## src/rtl/ml9_pkg.sv

```systemverilog
package ml9_pkg;
  localparam int NUM_SW  = 8;
  localparam int NUM_CAR = 8;
  localparam int LVL_W   = 4;

  // gate mask for a level: bit i-1 is switch i
  function automatic logic [NUM_SW-1:0] ml9_pattern(input logic [LVL_W-1:0] lvl);
    logic [NUM_SW-1:0] m;
    case (lvl)
      4'd9:    m = 8'b1010_0001;
      4'd8:    m = 8'b0010_1001;
      4'd7:    m = 8'b0001_1001;
      4'd6:    m = 8'b0010_0101;
      4'd5:    m = 8'b0001_0101;
      4'd4:    m = 8'b0001_1010;
      4'd3:    m = 8'b0010_0110;
      4'd2:    m = 8'b0001_0110;
      4'd1:    m = 8'b0101_0010;
      default: m = '0;
    endcase
    return m;
  endfunction
endpackage

```

## src/rtl/ml9_carrier.sv

```systemverilog
module ml9_carrier #(
  parameter int SW       = 8,
  parameter int PRESCALE = 156
) (
  input  logic                          clk_i,
  input  logic                          rst_i,
  input  logic [SW-1:0]                 mod_i,
  output logic [$clog2((1<<SW)/8+1)-1:0] tri_cnt_o,
  output logic [SW-1:0]                 mod_u_o
);
  localparam int BAND = (1 << SW) / 8;
  localparam int TW   = $clog2(BAND + 1);
  localparam int PW   = $clog2(PRESCALE + 1);

  logic [PW-1:0] div_q;
  logic          tick;
  logic          up_q;
  logic [TW-1:0] tri_q;

  assign tick = (div_q == PW'(PRESCALE - 1));

  always_ff @(posedge clk_i) begin
    if (rst_i) begin
      div_q   <= '0;
      tri_q   <= '0;
      up_q    <= 1'b1;
      mod_u_o <= {1'b1, {(SW-1){1'b0}}};
    end else begin
      div_q <= tick ? '0 : div_q + 1'b1;
      if (tick) begin
        if (tri_q == TW'(BAND)) begin
          // peak: take a new sample in offset binary
          mod_u_o <= {~mod_i[SW-1], mod_i[SW-2:0]};
        end
        if (up_q) begin
          tri_q <= tri_q + 1'b1;
          if (tri_q == TW'(BAND - 1)) up_q <= 1'b0;
        end else begin
          tri_q <= tri_q - 1'b1;
          if (tri_q == TW'(1)) up_q <= 1'b1;
        end
      end
    end
  end

  assign tri_cnt_o = tri_q;
endmodule

```

## src/rtl/ml9_level.sv

```systemverilog
module ml9_level
  import ml9_pkg::*;
#(
  parameter int SW = 8
) (
  input  logic                          clk_i,
  input  logic                          rst_i,
  input  logic [$clog2((1<<SW)/8+1)-1:0] tri_cnt_i,
  input  logic [SW-1:0]                 mod_u_i,
  output logic [LVL_W-1:0]              level_o
);
  localparam int BAND = (1 << SW) / 8;

  logic [NUM_CAR-1:0] above;
  logic [LVL_W-1:0]   cnt;

  generate
    for (genvar k = 0; k < NUM_CAR; k++) begin : g_car
      logic [SW:0] thr;
      assign thr      = (SW+1)'(k * BAND) + (SW+1)'(tri_cnt_i);
      assign above[k] = ({1'b0, mod_u_i} > thr);
    end
  endgenerate

  always_comb begin
    cnt = LVL_W'(1);
    for (int k = 0; k < NUM_CAR; k++) begin
      cnt = cnt + LVL_W'(above[k]);
    end
  end

  always_ff @(posedge clk_i) begin
    if (rst_i) level_o <= LVL_W'(5);
    else       level_o <= cnt;
  end
endmodule

```

## src/rtl/ml9_deadtime.sv

```systemverilog
module ml9_deadtime
  import ml9_pkg::*;
#(
  parameter int DT_W = 4
) (
  input  logic              clk_i,
  input  logic              rst_i,
  input  logic              fault_i,
  input  logic [DT_W-1:0]   dead_cyc_i,
  input  logic [NUM_SW-1:0] target_i,
  output logic [NUM_SW-1:0] gate_o
);
  localparam int NPAIR = NUM_SW / 2;

  generate
    for (genvar p = 0; p < NPAIR; p++) begin : g_pair
      logic [1:0]      app_q;
      logic [DT_W-1:0] wait_q;
      logic [1:0]      tgt;
      assign tgt = target_i[2*p +: 2];

      always_ff @(posedge clk_i) begin
        if (rst_i || fault_i) begin
          app_q  <= 2'b00;
          wait_q <= '0;
        end else if (app_q != 2'b00 && app_q != tgt) begin
          app_q  <= 2'b00;
          wait_q <= dead_cyc_i;
        end else if (wait_q != '0) begin
          wait_q <= wait_q - 1'b1;
        end else begin
          app_q <= tgt;
        end
      end

      assign gate_o[2*p +: 2] = app_q;
    end
  endgenerate
endmodule

```

## src/rtl/ml9_pwm_mod.sv

```systemverilog
module ml9_pwm_mod
  import ml9_pkg::*;
#(
  parameter int SW       = 8,
  parameter int PRESCALE = 156,
  parameter int DT_W     = 4
) (
  input  logic            clk_i,
  input  logic            rst_i,
  input  logic            fault_i,
  input  logic [DT_W-1:0] dead_cyc_i,
  input  logic [SW-1:0]   mod_i,
  output logic [7:0]      gate_o,
  output logic [3:0]      level_o
);
  localparam int BAND = (1 << SW) / 8;
  localparam int TW   = $clog2(BAND + 1);

  logic [TW-1:0]     tri_cnt;
  logic [SW-1:0]     mod_u;
  logic [LVL_W-1:0]  lvl_q;
  logic [NUM_SW-1:0] sw_tgt;

  ml9_carrier #(.SW(SW), .PRESCALE(PRESCALE)) car_i (
    .clk_i(clk_i), .rst_i(rst_i), .mod_i(mod_i),
    .tri_cnt_o(tri_cnt), .mod_u_o(mod_u)
  );

  ml9_level #(.SW(SW)) lvl_i (
    .clk_i(clk_i), .rst_i(rst_i), .tri_cnt_i(tri_cnt),
    .mod_u_i(mod_u), .level_o(lvl_q)
  );

  assign sw_tgt = ml9_pattern(lvl_q);

  ml9_deadtime #(.DT_W(DT_W)) dt_i (
    .clk_i(clk_i), .rst_i(rst_i), .fault_i(fault_i),
    .dead_cyc_i(dead_cyc_i), .target_i(sw_tgt), .gate_o(gate_o)
  );

  assign level_o = lvl_q;
endmodule

```

## config.mk

```make
export PLATFORM = sky130hd
export DESIGN_NAME = ml9_pwm_mod
export DESIGN_NICKNAME = d
export VERILOG_FILES = /design/src/rtl/ml9_pkg.sv /design/src/rtl/ml9_carrier.sv /design/src/rtl/ml9_level.sv /design/src/rtl/ml9_deadtime.sv /design/src/rtl/ml9_pwm_mod.sv
export SDC_FILE = /design/constraint.sdc
export NUM_CORES = 1
export LEC_CHECK = 0
export BUFFER_PORTS_ARGS = -buffer_cell sky130_fd_sc_hd__clkbuf_2
export CORE_MARGIN = 8
export CORE_UTILIZATION = 65
export DETAILED_ROUTE_END_ITERATION = 16
export GPL_TIMING_DRIVEN = 0
export PLACE_DENSITY = 0.95
export SLEW_MARGIN = 20
export SYNTH_ARGS = -nofsm -noshare
export SYNTH_HDL_FRONTEND = slang
export SYNTH_SLANG_ARGS = --single-unit
export TNS_END_PERCENT = 1
```

## constraint.sdc

```tcl
create_clock -name clk_i -period 8.7 [get_ports clk_i]
set_input_delay 1.305 -clock clk_i [delete_from_list [all_inputs] [get_ports clk_i]]
set_output_delay 1.305 -clock clk_i [all_outputs]
set_load 0.02 [all_outputs]
```

==> results.cfg <==
[power]
ir_drop_v = 0.000159
power_uw = 922
p_per_area_nw_per_um2 = 229
leakagePower_nw = 1.71

[timing]
fin_crit_ns = 5.78
final.setup_skew_ns = 0.00906
finalMaxSlewViolations = 0
max-slew-margin-rel_pct = 37.1
setup_viol = 0
fin_ws_ns = 2.92
finalHoldViolCount = 0
fmax_mhz = 173
tightest_slew_ns = 0.941
tns_ns = 0
rsz0062_at_grt = no
finalCritPeriodShare_pct = 66.5

[detailed_routing]
routed_wl_um = 8140
drtPass1Iterations = 5
final_antenna_net_count = 0
drc = 0
drtIter0Drc = 139
wire_per_inst_um = 15.5
routed_via_density = 6.00
vias = 3158

[yosys]
synth_seq_cells = 59
ys_async_sr_fraction_pct = 0
synth_area_leaders = dfxtp_1 (33%), ha_1 (12%), mux2i_1 (5.9%)
synth_edf_count = 0
synth.avg_cell_area_um2 = 8.66
yosysSeqAreaShare_pct = 33.0
netlist_instances = 413
yosys.area.top_type = dfxtp_1
ys_warn_count = 0
netlist.area_leader.share_pct = 33.0
ys_top_cells_by_count = dfxtp_1 (59), inv_1 (37), ha_1 (35)
synthFlopType = dfxtp_1
syn_area_um2 = 3570
syn_nets = 468
synth.distinct_cells = 49
yosysMostFrequentCell = dfxtp_1

[placement]
place_congestion = 0.885
placed_cell_area_um2 = 3790
post-place-ws_ns = 3.02
hpwl_um = 5780
portBuffers = 25

[cells_and_area]
drive_above_1_share_pct = 10.6
fin_util_pct = 74.5
final_area_um2 = 4030
areaGrowthSynthToFinish_pct = 12.7
layout.nets = 504
antenna_cells = 0

[critical_path]
cpPeakStageDelay_ns = 0.57
cp_max_fo = 10
slowest_stage = dfxtp_1
crit_type = reg2reg
path_cells = inv_1, ha_1, nor2b_1, nand3_1, and2_1, a221oi_1, fa_1, fa_1, inv_1, fa_1, ha_1, inv_1, fa_1, nor2_1, inv_1, ha_1, or3_1, a21oi_1
crit_arrival_ns = 6.05
cp-start-kind = flop
required_ns = 8.97
end_kind = flop

[clock_network]
cts.clk_slew.worst_paths_ns = 0.07
cts_sinks = 59
cts_buffers = 9
htreeDepth = 3
clock_latency_ns = 0.35
cts_setup_buffers = 0
cts.path.max_buffers = 2
cts_resized = 0
hold_buffers = 0
cts_tree = yes
cts-root-buf = clkbuf_8

[grt]
grt_max_degree = 12
grt_use_total_pct = 20.4
grt_pass1_wl_um = 14000
antenna_found_initial = 0
grt_pass1_vias = 3235
overflow = 0

[die]
dieHeight_um = 90.2
fp.dieW_um = 90.2
core_um2 = 5410
rows = 27
start_util_pct = 66.1
dieArea_um2 = 8130
io_pins = 27

[outcome]
outcome = completed

[worst_hold_path]
hold_class = reg2reg

[flow_run]
drv_cap = 0
-- worst paths after layout --
| check | startpoint | endpoint | slack [ns] | depth (start not counted) |
|---|---|---|---|---|
| setup / recovery | car_i.tri_cnt_o[5] | sw_tgt[1] | 2.92 | 18 |
| hold / removal | car_i.div_q[0] | car_i.div_q[0] | 0.46 | 1 |
| setup reg to reg | car_i.tri_cnt_o[5] | sw_tgt[1] | 2.92 | 18 |
| hold reg to reg | car_i.div_q[0] | car_i.div_q[0] | 0.46 | 1 |
-- logic make-up (layout without fill, tap and decap cells) --
logic type,after synthesis,in the layout,share of synthesized area (%)
adders and majority gates,40,40,15.1
xor gates and xnor gates,19,19,4.66
muxes,21,21,5.88
DFF,59,59,33.0
and+or+nand+nor,136,136,20.3
AOI/OAI and AO/OA,89,89,15.9
buffers and inverters,49,90,5.18
-- power breakdown --
| group | total [mW] | switching [mW] | internal [mW] |
|---|---|---|---|
| logic | 0.304 | 0.152 | 0.152 |
| clock network | 0.296 | 0.111 | 0.185 |
| registers | 0.322 | 0.0237 | 0.298 |
-- cell type report --
class / count / area, um^2
flip-flops and latches: 59 / 1180
plain buffers: 12 / 46.3
clock buffers: 13 / 169
well taps: 72 / 90.1
multi-input cells: 305 / 2210
clock inverters: 3 / 68.8
repair buffers: 25 / 125
inverters: 37 / 139
fillers: 382 / 1380
-- per-layer routing --
layer | wire (um) | global-route usage (%) | vias to the layer above
met5 | 0 | 0 | -
met4 | 223 | 10.1 | 0
met3 | 455 | 5.24 | 29
met2 | 4190 | 37.0 | 109
met1 | 3270 | 21.3 | 1484
li1 | - | - | 1536
-- registers in the layout, summed over array words and instances, names as in the netlist --
register            cells
dt_i.g_pair.app_q       8
car_i.mod_u_o           8
dt_i.g_pair.wait_q     16
car_i.up_q              1
lvl_i.level_o           4
car_i.div_q             8
sw_tgt                  8
car_i.tri_cnt_o         6
-- through the flow --
step	cells	hold slack, ns
finish	526	0.459
global route	526	0.483
CTS	526	0.462
detailed placement	510	0.449
global placement	510	0.428
floorplan	413	0.418
-- worst max-delay path, delay by kind of cell (launching register included) --
| family | cells | cell delay (ns) |
|---|---|---|
| adders and majority gates | 7 | 2.96 |
| DFF | 1 | 0.57 |
| and+or+nand+nor | 5 | 1.20 |
| buffers and inverters | 4 | 0.48 |
| AOI/OAI and AO/OA | 2 | 0.51 |
-- placed cells by master (no fill, tap or decap), types with 3 or more instances in the layout --
cell type / n
dfxtp_1: 59
inv_1: 37
ha_1: 35
nor2_1: 33
a21oi_1: 28
clkbuf_2: 25
o21ai_0: 23
mux2i_1: 21
nor3_1: 18
nand2_1: 16
nand3_1: 15
xnor2_1: 14
clkbuf_1: 12
nor2b_1: 12
clkbuf_8: 12
or3_1: 10
o21a_1: 8
or4_1: 6
nor3b_1: 5
a211oi_1: 5
xor2_1: 5
fa_1: 5
and3_1: 4
a311oi_1: 4
or2_2: 3
o22ai_1: 3
o31ai_1: 3
nand4_1: 3
No activity file was read; power rests on OpenSTA's default activity.
